--- src/rtl/dxr_pkg.sv ---
package dxr_pkg;
  localparam int unsigned ID_W  = 2;
  localparam int unsigned MD_W  = 2;
  localparam int unsigned SZ_W  = 3;
  localparam int unsigned CMD_W = ID_W + MD_W + SZ_W;

  typedef struct packed {
    logic [ID_W-1:0] id;
    logic [MD_W-1:0] md;
    logic [SZ_W-1:0] sz;
  } cmd_t;

  typedef enum logic [2:0] {
    ACT_NONE = 3'd0,
    ACT_HS0  = 3'd1,
    ACT_END0 = 3'd2,
    ACT_CLR  = 3'd3,
    ACT_QREQ = 3'd4
  } act_e;
endpackage

--- src/rtl/dxr_decode.sv ---
module dxr_decode
  import dxr_pkg::*;
(
  input  logic            vld_i,
  input  cmd_t            cmd_i,
  output act_e            act_o,
  output logic [ID_W-1:0] chan_o
);
  always_comb begin
    act_o  = ACT_NONE;
    chan_o = cmd_i.id;
    if (vld_i) begin
      if (cmd_i.id != '0)
        act_o = ACT_QREQ;
      else if (cmd_i.md == 2'b10 && cmd_i.sz == 3'b110)
        act_o = ACT_CLR;
      else if (cmd_i.md != 2'b00 && cmd_i.sz == 3'b111)
        act_o = ACT_END0;
      else if (cmd_i.md == 2'b00 && cmd_i.sz != 3'b101 && cmd_i.sz != 3'b110)
        act_o = ACT_HS0;
    end
  end
endmodule

--- src/rtl/dxr_bus_arb.sv ---
module dxr_bus_arb #(
  parameter int unsigned PCW = 4
) (
  input  logic           clk,
  input  logic           rst_n,
  input  logic           bus_req_i,
  input  logic           row_miss_i,
  input  logic [PCW-1:0] prech_i,
  input  logic           clr_i,
  output logic           strobe_o,
  output logic           bus_avail_o,
  output logic           proto_err_o
);
  logic           req_q, req_d;
  logic           ba_q, ba_d;
  logic           err_q, err_d;
  logic [PCW-1:0] pc_q, pc_d;
  logic           pc_busy;

  assign pc_busy = (pc_q != '0);

  always_comb begin
    req_d = req_q;
    ba_d  = 1'b0;
    err_d = err_q;
    pc_d  = pc_q;
    if (pc_busy) pc_d = pc_q - 1'b1;
    if (row_miss_i) pc_d = prech_i;
    if (req_q) begin
      req_d = 1'b0;
      if (!pc_busy) ba_d = 1'b1;
    end
    if (bus_req_i) begin
      if (req_q) err_d = 1'b1;
      else       req_d = 1'b1;
    end
    if (clr_i) begin
      req_d = 1'b0;
      ba_d  = 1'b0;
    end
  end

  always_ff @(posedge clk or negedge rst_n) begin
    if (!rst_n) begin
      req_q <= 1'b0;
      ba_q  <= 1'b0;
      err_q <= 1'b0;
      pc_q  <= '0;
    end else begin
      req_q <= req_d;
      ba_q  <= ba_d;
      err_q <= err_d;
      pc_q  <= pc_d;
    end
  end

  assign strobe_o    = ba_q;
  assign bus_avail_o = ba_q | pc_busy;
  assign proto_err_o = err_q;
endmodule

--- src/rtl/dxr_chan_q.sv ---
module dxr_chan_q #(
  parameter int unsigned DEPTH = 4,
  parameter int unsigned CW    = $clog2(DEPTH + 1)
) (
  input  logic          clk,
  input  logic          rst_n,
  input  logic          push_i,
  input  logic          pop_i,
  input  logic          clr_i,
  output logic [CW-1:0] cnt_o,
  output logic          ovf_o
);
  logic [CW-1:0] cnt_q, cnt_d;
  logic          ovf_q, ovf_d;
  logic          full, empty;

  assign full  = (cnt_q == CW'(DEPTH));
  assign empty = (cnt_q == '0);

  always_comb begin
    cnt_d = cnt_q;
    ovf_d = ovf_q;
    if (clr_i) begin
      cnt_d = '0;
    end else begin
      case ({push_i, pop_i})
        2'b10: begin
          if (full) ovf_d = 1'b1;
          else      cnt_d = cnt_q + 1'b1;
        end
        2'b01: if (!empty) cnt_d = cnt_q - 1'b1;
        2'b11: if (empty)  cnt_d = cnt_q + 1'b1;
        default: ;
      endcase
    end
  end

  always_ff @(posedge clk or negedge rst_n) begin
    if (!rst_n) begin
      cnt_q <= '0;
      ovf_q <= 1'b0;
    end else begin
      cnt_q <= cnt_d;
      ovf_q <= ovf_d;
    end
  end

  assign cnt_o = cnt_q;
  assign ovf_o = ovf_q;
endmodule

--- src/rtl/dma_xreq_cmd.sv ---
module dma_xreq_cmd
  import dxr_pkg::*;
#(
  parameter int unsigned NCH    = 4,
  parameter int unsigned QDEPTH = 4,
  parameter int unsigned PCW    = 4,
  localparam int unsigned NQ    = NCH - 1,
  localparam int unsigned CNTW  = $clog2(QDEPTH + 1)
) (
  input  logic              clk,
  input  logic              rst_n,
  input  logic              bus_req_i,
  input  logic              row_miss_i,
  input  logic [PCW-1:0]    prech_cyc_i,
  output logic              bus_avail_o,
  output logic              proto_err_o,
  input  logic              cmd_vld_i,
  input  logic [CMD_W-1:0]  cmd_i,
  input  logic              ch0_burst_edge_i,
  input  logic              ch0_en_we_i,
  input  logic              ch0_en_wd_i,
  input  logic              freeze_set_i,
  input  logic [NCH-1:0]    ch_pop_i,
  output logic              ch0_hs_o,
  output logic              ch0_req_o,
  output logic              ch0_en_o,
  output logic [NQ*CNTW-1:0] q_cnt_o,
  output logic [NQ-1:0]     q_ovf_o,
  output logic              freeze_o
);
  act_e            act;
  logic [ID_W-1:0] chan;
  logic            clr_all;
  logic            req_strobe;

  dxr_decode u_dec (
    .vld_i  (cmd_vld_i),
    .cmd_i  (cmd_t'(cmd_i)),
    .act_o  (act),
    .chan_o (chan)
  );

  assign clr_all = (act == ACT_CLR);

  dxr_bus_arb #(.PCW(PCW)) u_arb (
    .clk         (clk),
    .rst_n       (rst_n),
    .bus_req_i   (bus_req_i),
    .row_miss_i  (row_miss_i),
    .prech_i     (prech_cyc_i),
    .clr_i       (clr_all),
    .strobe_o    (req_strobe),
    .bus_avail_o (bus_avail_o),
    .proto_err_o (proto_err_o)
  );

  for (genvar c = 1; c < NCH; c++) begin : g_q
    logic push;
    assign push = (act == ACT_QREQ) && (chan == ID_W'(c));
    dxr_chan_q #(.DEPTH(QDEPTH), .CW(CNTW)) u_q (
      .clk    (clk),
      .rst_n  (rst_n),
      .push_i (push),
      .pop_i  (ch_pop_i[c]),
      .clr_i  (clr_all),
      .cnt_o  (q_cnt_o[(c-1)*CNTW +: CNTW]),
      .ovf_o  (q_ovf_o[c-1])
    );
  end

  logic en_q, en_d, hs_q, hs_d, req0_q, req0_d, frz_q, frz_d;

  always_comb begin
    en_d = en_q;
    if (act == ACT_END0 && !ch0_burst_edge_i) en_d = 1'b0;
    if (ch0_en_we_i) en_d = ch0_en_wd_i;
    hs_d   = (act == ACT_HS0);
    req0_d = req0_q;
    if (ch_pop_i[0]) req0_d = 1'b0;
    if (act == ACT_HS0) req0_d = 1'b1;
    if (clr_all) req0_d = 1'b0;
    frz_d = frz_q;
    if (freeze_set_i) frz_d = 1'b1;
    if (clr_all) frz_d = 1'b0;
  end

  always_ff @(posedge clk or negedge rst_n) begin
    if (!rst_n) begin
      en_q   <= 1'b0;
      hs_q   <= 1'b0;
      req0_q <= 1'b0;
      frz_q  <= 1'b0;
    end else begin
      en_q   <= en_d;
      hs_q   <= hs_d;
      req0_q <= req0_d;
      frz_q  <= frz_d;
    end
  end

  assign ch0_en_o  = en_q;
  assign ch0_hs_o  = hs_q;
  assign ch0_req_o = req0_q;
  assign freeze_o  = frz_q;
endmodule

--- config.mk ---
export PLATFORM = sky130hd
export DESIGN_NAME = dma_xreq_cmd
export DESIGN_NICKNAME = d
export VERILOG_FILES = /design/src/rtl/dxr_pkg.sv /design/src/rtl/dxr_decode.sv /design/src/rtl/dxr_bus_arb.sv /design/src/rtl/dxr_chan_q.sv /design/src/rtl/dma_xreq_cmd.sv
export SDC_FILE = /design/constraint.sdc
export NUM_CORES = 1
export LEC_CHECK = 0
export BUFFER_PORTS_ARGS = -buffer_cell sky130_fd_sc_hd__buf_2
export CELL_PAD_IN_SITES_DETAIL_PLACEMENT = 1
export CELL_PAD_IN_SITES_GLOBAL_PLACEMENT = 1
export CORE_AREA = 5 5 73 75
export DETAILED_ROUTE_END_ITERATION = 6
export DIE_AREA = 0 0 78 80
export PLACE_DENSITY = 0.8
export SLEW_MARGIN = 20
export SYNTH_ARGS = -nofsm -noshare
export SYNTH_HDL_FRONTEND = slang
export SYNTH_SLANG_ARGS = --single-unit
--- constraint.sdc ---
create_clock -name clk -period 1.5 [get_ports clk]
set_input_delay 0.225 -clock clk [delete_from_list [all_inputs] [get_ports clk]]
set_output_delay 0.225 -clock clk [all_outputs]
set_load 0.01 [all_outputs]
==> results of run 1 <==
[stage by stage]
stage	utilization	instances	area, sq um	setup TNS (ns)	setup slack (ns)
after floorplan	-	169	1593	-0.2943	-0.09032
after global placement	0.4299	280	1977	-1.913	-0.2146
after detailed placement	0.4299	280	1977	-2.308	-0.2720
after CTS	0.4539	288	2087	-0.01651	-0.008711
after global routing	0.4629	288	2128	-0.3881	-0.06732
final	0.4629	288	2128	-0.004450	-0.004423
[synthesized netlist by cell type, drive strengths merged (4+ instances only)]
| library cell | count | area [sq um] |
|---|---|---|
| o21ai | 9 | 45.04 |
| dfrtp | 23 | 575.6 |
| or3 | 5 | 31.28 |
| inv | 9 | 33.78 |
| a31oi | 5 | 31.28 |
| a21o | 7 | 52.55 |
| nor3 | 11 | 55.05 |
| buf | 6 | 50.04 |
| nor2 | 14 | 52.55 |
| nand2 | 11 | 41.29 |
| nand3 | 6 | 30.03 |
| nand3b | 4 | 30.03 |
| and3 | 6 | 38.79 |
| o21bai | 4 | 30.03 |
| a21oi | 6 | 33.78 |
[per-layer routing]
layer,global-route usage,routed length (um),vias up
li1,-,-,739
met2,0.2429,2133,34
met1,0.1581,1684,742
met4,0.03209,49,0
met5,0,0,-
met3,0.02822,249,4
[how the worst max path moves through the flow]
stage                                                from                         endpoint  slack (ns)  cells past startpoint
final                           u_arb.pc_q[0]$_DFFE_PN0P_                      bus_avail_o      -0.004                      5
after global routing            u_arb.pc_q[0]$_DFFE_PN0P_                      bus_avail_o       -0.07                      5
after detailed placement                         cmd_i[5]  g_q[3].u_q.cnt_o[1]$_DFFE_PN0P_       -0.27                      8
after CTS                 g_q[3].u_q.cnt_o[0]$_DFFE_PN0P_  g_q[3].u_q.cnt_o[2]$_DFFE_PN0P_      -0.009                      4
after floorplan                                  cmd_i[6]  g_q[1].u_q.cnt_o[2]$_DFFE_PN0P_       -0.09                      7
after global placement                           cmd_i[5]  g_q[3].u_q.cnt_o[1]$_DFFE_PN0P_       -0.21                      8
[cells by family (layout without fill, tap and decap cells)]
logic type	after synthesis	in the layout	synth area share
muxes	5	5	0.03429
AOI/OAI and AO/OA	42	42	0.1927
adders and majority gates	5	5	0.05551
buffers and inverters	18	83	0.06203
xor gates and xnor gates	3	3	0.01715
and+or+nand+nor	73	73	0.2629
DFF	23	23	0.3755
[area by class of cell]
| type | instances | area [sq um] |
|---|---|---|
| fill | 546 | 2470 |
| tap | 54 | 67.56 |
| inverter | 9 | 33.78 |
| multi-input combinational | 128 | 948.4 |
| timing repair buffer | 70 | 454.2 |
| sequential | 23 | 578.1 |
| clock buffer | 3 | 41.29 |
| clock inverter | 1 | 5.005 |
[state kept, by name, summed over array words and instances, names as in the netlist]
signal	flops
freeze_o	1
u_arb.pc_q	4
u_arb.strobe_o	1
ch0_req_o	1
g_q.u_q.ovf_o	3
ch0_hs_o	1
u_arb.proto_err_o	1
ch0_en_o	1
g_q.u_q.cnt_o	9
u_arb.req_q	1
[repair_timing]
action	4_1_cts	5_1_grt
endpoints found under the hold margin	23	0
setup endpoints to repair	7	12
hold buffers	1	0
pin swaps	6	2
setup buffers	3	0
gates resized for setup	8	10
[tightest hold or removal path: stages]
cell and delay (ns):
buf_2 0.07, nand2_1 0.04, o21ai_0 0.06
[power by group]
part	internal (mW)	switching [mW]	leakage [nW]
combinational	0.950	0.888	0.710
sequential	0.826	0.167	0.274
clock	0.185	0.200	0.0255
total	1.96	1.26	1.01
==> out/metrics.csv, run 1 <==
metric,value,unit
outcome,"finished, violations left",
failing checks,setup timing,
maxcap violations,0,
Post-route DRC,0,
largest net degree at the start of global routing,24,
CP Class,reg -> out,
Boundary Pins,42,
Area Growth Syn to Fin,38.86,%
final setup skew,0.008210,ns
worst r2r dst,g_q[3].u_q.cnt_o[2]$_DFFE_PN0P_,
syn_nets,198,
Core Area,4598,sq um
DP HPWL,3359,um
worst-skew pair later-pin latency,0.26,ns
drt wl/cell,14.30,um
ratio of cells with drive above 1 in the final layout,0.4274,
DR iter-0 viols,29,
"Reg clk slew, reported paths",0.09,ns
crit-path cells,inv_2 -> ha_4 -> nor3b_4 -> nand2b_1 -> buf_2,
fmax,0.6647,GHz
CP max FO,2,
FF-to-FF path depth,4,
R2R Path Start,g_q[3].u_q.cnt_o[0]$_DFFE_PN0P_,
Critical Path Sink Type,output port,
Tightest Pin Transition,0.5240,ns
asr flop ratio synth,1.000,
Hold EP,u_arb.pc_q[0]$_DFFE_PN0P_,
Peak VDD IR,590.8,uV
"commonest non-fill, non-tap cell in the layout",buf_2,
Crit-path slowest cell,dfrtp_1,
"EDFF count, synth",0,
final hold vios,0,
Startpoint Class,register,
initial antenna violation count,0,
final worst-path cycle share,1.003,
Ys Warns,0,
synthesized cell area,1533,sq um
first-pass GRT wire length,6941,um
PwrDens,1511,nW/um^2
CP bufs+invs,2,
leakage power,1.010,nW
Hold Path Class,in -> reg,
ys flop type,dfrtp_1,
CTS Buf Count,3,
Critical Path AT,1.28,ns
Core Rows,25,
number of synthesized register bits,23,
vias in the first global route,1593,
RSZ-0062 raised after global routing,true,
crit-path leading delay family,flip-flops,
sequential share of the synthesized area,0.3755,
headroom to the max-slew limit,0.6507,
Final Max Tran Viols,0,
Final nets,264,
ANT cells,0,
DR pass1 iterations,4,
die area,6240,sq um
WHS,0.1696,ns
Congestion Overflow GR,0,
Port Buf Inserts,41,
Die X,78,um
Routed WL,4117,um
GPL Wtd Cong,0.8241,
Final Worst Setup Slack,-0.004423,ns
worst stage delay on the critical path,0.39,ns
library cells used by synthesis,41,
reg2reg setup slack,-0.004,ns
Synth Instances,169,
Total GRT Usage,0.1331,
hold path cells,3,
Root Driver,clkbuf_8,
Final setup viols,2,
most frequent cells in the layout,"39 x buf_2, 25 x buf_4, 21 x dfrtp_1",
# clock sinks,23,
post-DR vias/cell,5.274,
Syn Area/Cell,9.069,sq um
# H-tree levels,1,
Via Count,1519,
Die Y,80,um
fin crit period,1.504,ns
Critical Path RT,1.27,ns
"Power, Total",3.216,mW
hold wc startpoint,prech_cyc_i[0],
Final ANT Viol Nets,0,
clk buf depth,2,
CTS tree,yes,
Initial Utilization,0.3333,
No activity file was read; power rests on OpenSTA's default activity.
==> run 2, diff against run 1 <==
--- a/config.mk
+++ b/config.mk
@@ -11,7 +11,7 @@
 export CORE_AREA = 5 5 73 75
 export DETAILED_ROUTE_END_ITERATION = 6
 export DIE_AREA = 0 0 78 80
-export PLACE_DENSITY = 0.8
+export PLACE_DENSITY = 0.76
 export SLEW_MARGIN = 20
 export SYNTH_ARGS = -nofsm -noshare
 export SYNTH_HDL_FRONTEND = slang
==> run 2 against run 1 <==
  * The run still ends with setup timing left
  * Count of clock-buffer cells in the layout unchanged
  * Sequential share of layout area decreased by 0.56 points
  * Flip-flop and latch count stayed put
  * Critical path type is now reg -> reg
  * Combinational power up 7%
  * Power rose by 3.8%
  * Clock power barely moved
  * Critical path depth fell by 1
==> out/metrics.csv, run 2 (synthesis gave the netlist of run 1 again) <==
metric,value,unit,change
fmax,0.6605,GHz,was 0.6647 GHz
Post-route DRC,0,,unchanged
CP bufs+invs,0,,was 2
DP HPWL,3393,um,was 3359 um
Fin Setup TNS,-0.03164,ns,was -0.004450 ns
DR pass1 iterations,3,,was 4
Initial Utilization,0.3333,,unchanged
PwrDens,1536,nW/um^2,was 1511 nW/um^2
R2R Path Start,g_q[3].u_q.cnt_o[0]$_DFFE_PN0P_,,unchanged
# H-tree levels,1,,unchanged
"commonest non-fill, non-tap cell in the layout",buf_2,,unchanged
final setup skew,0.003111,ns,was 0.008210 ns
Via Count,1510,,was 1519
Critical Path AT,1.70,ns,was 1.28 ns
outcome,"finished, violations left",,unchanged
ratio of cells with drive above 1 in the final layout,0.4684,,was 0.4274
crit-path cells,fa_2 -> o21ai_1 -> a211o_1 -> a211oi_2,,was inv_2 -> ha_4 -> nor3b_4 -> nand2b_1 -> buf_2
Final Worst Setup Slack,-0.01398,ns,was -0.004423 ns
Core Rows,25,,unchanged
grt peak-use layer,met2,,unchanged
GPL Wtd Cong,0.7865,,was 0.8241
Final nets,267,,was 264
Tightest Pin Transition,0.5366,ns,was 0.5240 ns
max reg flops,9,,unchanged
CP Launch Point,g_q[3].u_q.cnt_o[0]$_DFFE_PN0P_,,was u_arb.pc_q[0]$_DFFE_PN0P_
worst-skew pair later-pin latency,0.26,ns,about the same
Final ANT Viol Nets,0,,unchanged
first-pass GRT wire length,7534,um,was 6941 um
CP Class,reg -> reg,,was reg -> out
clk buf depth,2,,unchanged
worst r2r dst,g_q[3].u_q.cnt_o[1]$_DFFE_PN0P_,,was g_q[3].u_q.cnt_o[2]$_DFFE_PN0P_
worst stage delay on the critical path,0.55,ns,was 0.39 ns
"Power, Total",3.339,mW,was 3.216 mW
CTS tree,yes,,unchanged
Critical Path Sink Type,register,,was output port
M1 GR Usage,0.1750,,was 0.1581
Port Buf Inserts,41,,unchanged
die area,6240,sq um,unchanged
Routed WL,4378,um,was 4117 um
failing checks,setup timing,,unchanged
Final setup viols,3,,was 2
Root Driver,clkbuf_8,,unchanged
Hold EP,u_arb.pc_q[2]$_DFFE_PN0P_,,was u_arb.pc_q[0]$_DFFE_PN0P_
initial antenna violation count,0,,unchanged
DR iter-0 viols,21,,was 29
Startpoint Class,register,,unchanged
Die X,78,um,unchanged
Crit-path slowest cell,fa_2,,was dfrtp_1
CTS Buf Count,3,,unchanged
leakage power,1.024,nW,was 1.010 nW
met2 Use GR,0.2713,,was 0.2429
fin crit period,1.514,ns,was 1.504 ns
final hold vios,0,,unchanged
WHS,0.1831,ns,was 0.1696 ns
Peak VDD IR,469.8,uV,was 590.8 uV
Core Area,4598,sq um,unchanged
ANT cells,0,,unchanged
Total GRT Usage,0.1467,,was 0.1331
final worst-path cycle share,1.009,,was 1.003
Area Growth Syn to Fin,41.80,%,was 38.86%
Boundary Pins,42,,unchanged
Util after Layout,0.4727,,was 0.4629
hold path cells,3,,unchanged
"Reg clk slew, reported paths",0.08,ns,was 0.09 ns
Critical Path RT,1.68,ns,was 1.27 ns
headroom to the max-slew limit,0.6422,,was 0.6507
drt wl/cell,15.04,um,was 14.30 um
maxcap violations,0,,unchanged
met3 GRT Util,0.02596,,was 0.02822
Hold Path Class,in -> reg,,unchanged
crit-path leading delay family,adder cells,,was flip-flops
hold wc startpoint,prech_cyc_i[2],,was prech_cyc_i[0]
RSZ-0062 raised after global routing,true,,unchanged
Die Y,80,um,unchanged
largest net degree at the start of global routing,24,,unchanged
reg2reg setup slack,-0.01,ns,was -0.004 ns
FF-to-FF path depth,4,,unchanged
# clock sinks,23,,unchanged
vias in the first global route,1675,,was 1593
Final Max Tran Viols,0,,unchanged
CP max FO,2,,unchanged
Congestion Overflow GR,0,,unchanged
post-DR vias/cell,5.189,,was 5.274
most frequent cells in the layout,"41 x buf_2, 30 x buf_4, 21 x dfrtp_1",,"was 39 x buf_2, 25 x buf_4, 21 x dfrtp_1"
-- run 2: worst max-delay path by stage --
stage / depth (start not counted) / to / slack [ns]
after floorplan: 7 / g_q[1].u_q.cnt_o[2]$_DFFE_PN0P_ / -0.09
after global placement: 8 / g_q[3].u_q.cnt_o[1]$_DFFE_PN0P_ / -0.22
after detailed placement: 8 / g_q[3].u_q.cnt_o[1]$_DFFE_PN0P_ / -0.27
after CTS: 5 / bus_avail_o / -0.03
after global routing: 5 / bus_avail_o / -0.11
final: 4 / g_q[3].u_q.cnt_o[1]$_DFFE_PN0P_ / -0.01
-- run 2: tightest hold or removal path, stage by stage --
cell and delay, ns:
buf_2 0.08, nand2_1 0.04, o31ai_1 0.06
-- run 2: stage by stage --
stage	std cells	setup WS [ns]	cell area [sq um]
global route	291	-0.1077	2173
global placement	281	-0.2180	1984
floorplan	169	-0.09032	1593
finish	291	-0.01398	2173
detailed placement	281	-0.2695	1984
CTS	292	-0.03046	2130
-- run 2: metal layers --
layer	wire, um	vias to the layer above
met5	0	-
met4	32	0
met3	188	4
met2	2292	30
met1	1864	734
li1	-	742
-- run 2: where the power goes --
part | internal, mW | switching (mW)
clock | 0.185 | 0.200
sequential | 0.826 | 0.171
combinational | 1.01 | 0.945
total | 2.02 | 1.32
-- run 2: what timing repair did --
item	CTS	global route
gates resized for setup	11	11
pin swaps	8	9
hold buffers	1	0
hold endpoints to repair	23	0
cloned	0	0
setup buffers	6	0
endpoints found under the setup margin	7	13
-- run 2: final cells by class --
cell class	instances	area, sq um
fill	542	2425
multi-input combinational	128	987.2
sequential	23	578.1
timing repair buffer	73	460.4
tap	54	67.56
clock buffer	3	41.29
inverter	9	33.78
clock inverter	1	5.005
==> run 3, diff against run 2 <==
--- a/config.mk
+++ b/config.mk
@@ -8,11 +8,12 @@
 export BUFFER_PORTS_ARGS = -buffer_cell sky130_fd_sc_hd__buf_2
 export CELL_PAD_IN_SITES_DETAIL_PLACEMENT = 1
 export CELL_PAD_IN_SITES_GLOBAL_PLACEMENT = 1
-export CORE_AREA = 5 5 73 75
+export CORE_AREA = 5 5 70 72
 export DETAILED_ROUTE_END_ITERATION = 6
-export DIE_AREA = 0 0 78 80
+export DIE_AREA = 0 0 75 77
 export PLACE_DENSITY = 0.76
 export SLEW_MARGIN = 20
 export SYNTH_ARGS = -nofsm -noshare
 export SYNTH_HDL_FRONTEND = slang
+export SYNTH_HIERARCHICAL = 1
 export SYNTH_SLANG_ARGS = --single-unit
==> run 3 against run 2 <==
  * The flow still finishes with violations (setup timing)
  * Critical endpoint is now g_q[2].u_q/cnt_o[2]$_DFFE_PN0P_
  * Sequential power about the same
  * Clock power is 3% higher
  * First-iteration DRC count increased to 2.7 times the previous value
==> out/metrics.csv, run 3 <==
metric,value,unit,change
hold wc startpoint,ch0_en_wd_i,,was prech_cyc_i[2]
number of synthesized register bits,23,,unchanged
worst r2r dst,g_q[2].u_q/cnt_o[2]$_DFFE_PN0P_,,was g_q[3].u_q.cnt_o[1]$_DFFE_PN0P_
fin crit period,2.223,ns,was 1.514 ns
Via Count,1454,,was 1510
combinational share of power,0.608,,was 0.586
fmax,0.4498,GHz,was 0.6605 GHz
final setup skew,0.007184,ns,was 0.003111 ns
sequential share of the synthesized area,0.4174,,was 0.3755
most frequent cells in the layout,"46 x buf_4, 37 x buf_2, 23 x dfrtp_1",,"was 41 x buf_2, 30 x buf_4, 21 x dfrtp_1"
Core Rows,24,,was 25
leakage power,1.209,nW,was 1.024 nW
largest net degree at the start of global routing,24,,unchanged
DR pass1 iterations,4,,was 3
Area Growth Syn to Fin,70.69,%,was 41.80%
hold path cells,3,,unchanged
area of the multi-input gates,930.9,sq um,was 987.2 sq um
CP max FO,3,,was 2
"commonest non-fill, non-tap cell in the layout",buf_4,,was buf_2
Post-route DRC,0,,unchanged
Critical Path RT,1.66,ns,was 1.68 ns
CTS tree,yes,,unchanged
# H-tree levels,1,,unchanged
ratio of cells with drive above 1 in the final layout,0.6026,,was 0.4684
ys flop type,dfrtp_1,,unchanged
Syn Area/Cell,10.14,sq um,was 9.069 sq um
post-DR vias/cell,5.084,,was 5.189
library cells used by synthesis,36,,was 41
reg2reg setup slack,-0.23,ns,was -0.01 ns
Port Buf Inserts,41,,unchanged
Synth Instances,136,,was 169
Ys Warns,6,,was 0
Die X,75,um,was 78 um
Finished Cell Area,2354,sq um,was 2173 sq um
max reg flops,9,,unchanged
"Cell Count, Final, Fillers Out",286,,was 291
"EDFF count, synth",0,,unchanged
Final setup viols,16,,was 3
"Reg clk slew, reported paths",0.09,ns,was 0.08 ns
outcome,"finished, violations left",,unchanged
first-pass GRT wire length,8121,um,was 7534 um
Total GRT Usage,0.1820,,was 0.1467
CTS Buf Count,3,,unchanged
Reg area,575.6,sq um,was 578.1 sq um
Startpoint Class,primary input,,was register
final hold vios,0,,unchanged
CP Class,in -> reg,,was reg -> reg
synthesized cell area,1379,sq um,was 1533 sq um
Synth top area share,0.4174,,was 0.3755
ANT cells,0,,unchanged
headroom to the max-slew limit,0.6298,,was 0.6422
Core Area,4234,sq um,was 4598 sq um
Congestion Overflow GR,0,,unchanged
worst-skew pair later-pin latency,0.27,ns,was 0.26 ns
Critical Path Sink Type,register,,unchanged
Hold Path Class,in -> reg,,unchanged
Routed WL,5540,um,was 4378 um
vias in the first global route,1695,,was 1675
Initial Utilization,0.3257,,was 0.3333
final worst-path cycle share,1.482,,was 1.009
Flop pwr share,0.282,,was 0.299
post-synth top area cell,dfrtp_1,,unchanged
failing checks,setup timing,,unchanged
Final ANT Viol Nets,0,,unchanged
Sw Ratio,0.3878,,was 0.3943
Final Worst Setup Slack,-0.7231,ns,was -0.01398 ns
Peak VDD IR,543.9,uV,was 469.8 uV
PwrDens,1545,nW/um^2,was 1536 nW/um^2
clock share of power,0.109,,was 0.115
Boundary Pins,42,,unchanged
Synth area leaders,"dfrtp_1 42%, mux2_1 4.9%, fa_1 4.4%",,"was dfrtp_1 38%, fa_1 3.9%, nor3_1 3.6%"
syn_nets,165,,was 198
Hold EP,ch0_en_o$_DFFE_PN0P_,,was u_arb.pc_q[2]$_DFFE_PN0P_
FF-to-FF path depth,4,,unchanged
DP HPWL,3421,um,was 3393 um
Die Y,77,um,was 80 um
cell count after placement,257,,was 281
switching power,1.410,mW,was 1.317 mW
Final Max Tran Viols,0,,unchanged
Final nets,264,,was 267
Tightest Pin Transition,0.5554,ns,was 0.5366 ns
Root Driver,clkbuf_8,,unchanged
GPL Wtd Cong,0.8257,,was 0.7865
asr flop ratio synth,1.000,,unchanged
Critical Path AT,2.38,ns,was 1.70 ns
# clock sinks,23,,unchanged
"count leader, synth",dfrtp_1,,unchanged
drt wl/cell,19.37,um,was 15.04 um
die area,5775,sq um,was 6240 sq um
initial antenna violation count,0,,unchanged
Post-DP Area,1898,sq um,was 1984 sq um
maxcap violations,0,,unchanged
R2R Path Start,g_q[2].u_q/cnt_o[0]$_DFFE_PN0P_,,was g_q[3].u_q.cnt_o[0]$_DFFE_PN0P_
DR iter-0 viols,57,,was 21
clk buf depth,2,,unchanged
RSZ-0062 raised after global routing,true,,unchanged
Filler cells,496,,was 542
synth cell count leaders,"23 x dfrtp_1, 12 x nor2_1, 11 x inv_1",,"was 23 x dfrtp_1, 14 x nor2_1, 11 x nand2_1, 11 x nor3_1"
Cell Int Power,2.226,mW,was 2.022 mW
## run 3: worst max path at each step
stage               startpoint                              end  cells past startpoint
floorplan             cmd_i[4]  g_q[2].u_q/cnt_o[1]$_DFFE_PN0P_                      8
global placement      cmd_i[0]  g_q[1].u_q/cnt_o[2]$_DFFE_PN0P_                     11
detailed placement    cmd_i[0]  g_q[1].u_q/cnt_o[2]$_DFFE_PN0P_                     11
CTS                   cmd_i[0]  g_q[3].u_q/cnt_o[2]$_DFFE_PN0P_                     11
global route          cmd_i[3]  g_q[2].u_q/cnt_o[2]$_DFFE_PN0P_                     10
finish                cmd_i[3]  g_q[2].u_q/cnt_o[2]$_DFFE_PN0P_                     10
## run 3: cell families (layout without fill, tap and decap cells)
logic type	count (synthesis)	after routing	share of synthesized area
buffers and inverters	14	112	0.04446
adder cells (fa/ha/maj)	5	5	0.06170
AND/OR/NAND/NOR	54	54	0.2260
AO/OA/AOI/OAI	28	28	0.1606
flip-flops	23	23	0.4174
multiplexers	8	8	0.06442
XOR/XNOR	4	4	0.02541
## run 3: what timing repair did
action | in CTS | in global routing
setup buffers | 18 | 11
gates resized for setup | 33 | 20
endpoints found under the hold margin | 23 | 0
endpoints found under the setup margin | 15 | 18
pin swaps | 13 | 5
hold buffers | 1 | 0
## run 3: final cells by class
type                       instances  area share
clock buffer                       3     0.01754
clock inverter                     1    0.002127
inverter                          11     0.01754
multi-input combinational         99      0.3955
sequential                        23      0.2446
tap                               52     0.02764
timing repair buffer              97      0.2951
## run 3: power by group through the flow
stage | sequential [mW] | combinational [mW] | clock, mW
after detailed placement | 1.00 | 1.63 | 0
after floorplan | 1.10 | 0.745 | 0
after CTS | 0.994 | 1.91 | 0.401
after global placement | 0.983 | 1.48 | 0
after global routing | 1.06 | 2.35 | 0.438
final | 1.03 | 2.21 | 0.397
## run 3: metal layers
metal	vias up	track usage	wire length (um)
met1	723	0.1972	1988
met4	0	0.06050	108
met2	45	0.3406	3185
met3	10	0.03268	257
met5	-	0	0
li1	676	-	-
## run 3: metrics by stage
step | hold WS, ns | utilization | worst slack (ns) | setup TNS (ns) | total power, mW
CTS | 0.1719 | 0.5272 | -0.5975 | -6.124 | 3.308
global route | 0.1591 | 0.5559 | -0.7533 | -8.295 | 3.844
floorplan | -0.07059 | - | -0.7660 | -6.859 | 1.841
global placement | 0.2481 | 0.4483 | -0.8511 | -9.308 | 2.461
detailed placement | 0.2417 | 0.4483 | -0.9458 | -10.71 | 2.632
finish | 0.1714 | 0.5559 | -0.7231 | -7.149 | 3.636
## run 3: critical path, stage by stage
cell	delay [ns]
buf_6	0.07
mux2i_1	0.24
nor3_2	0.09
or3b_4	0.45
nor3_4	0.19
nor2b_2	0.10
fa_2	0.39
xnor2_2	0.22
nor3_1	0.10
a221o_1	0.30
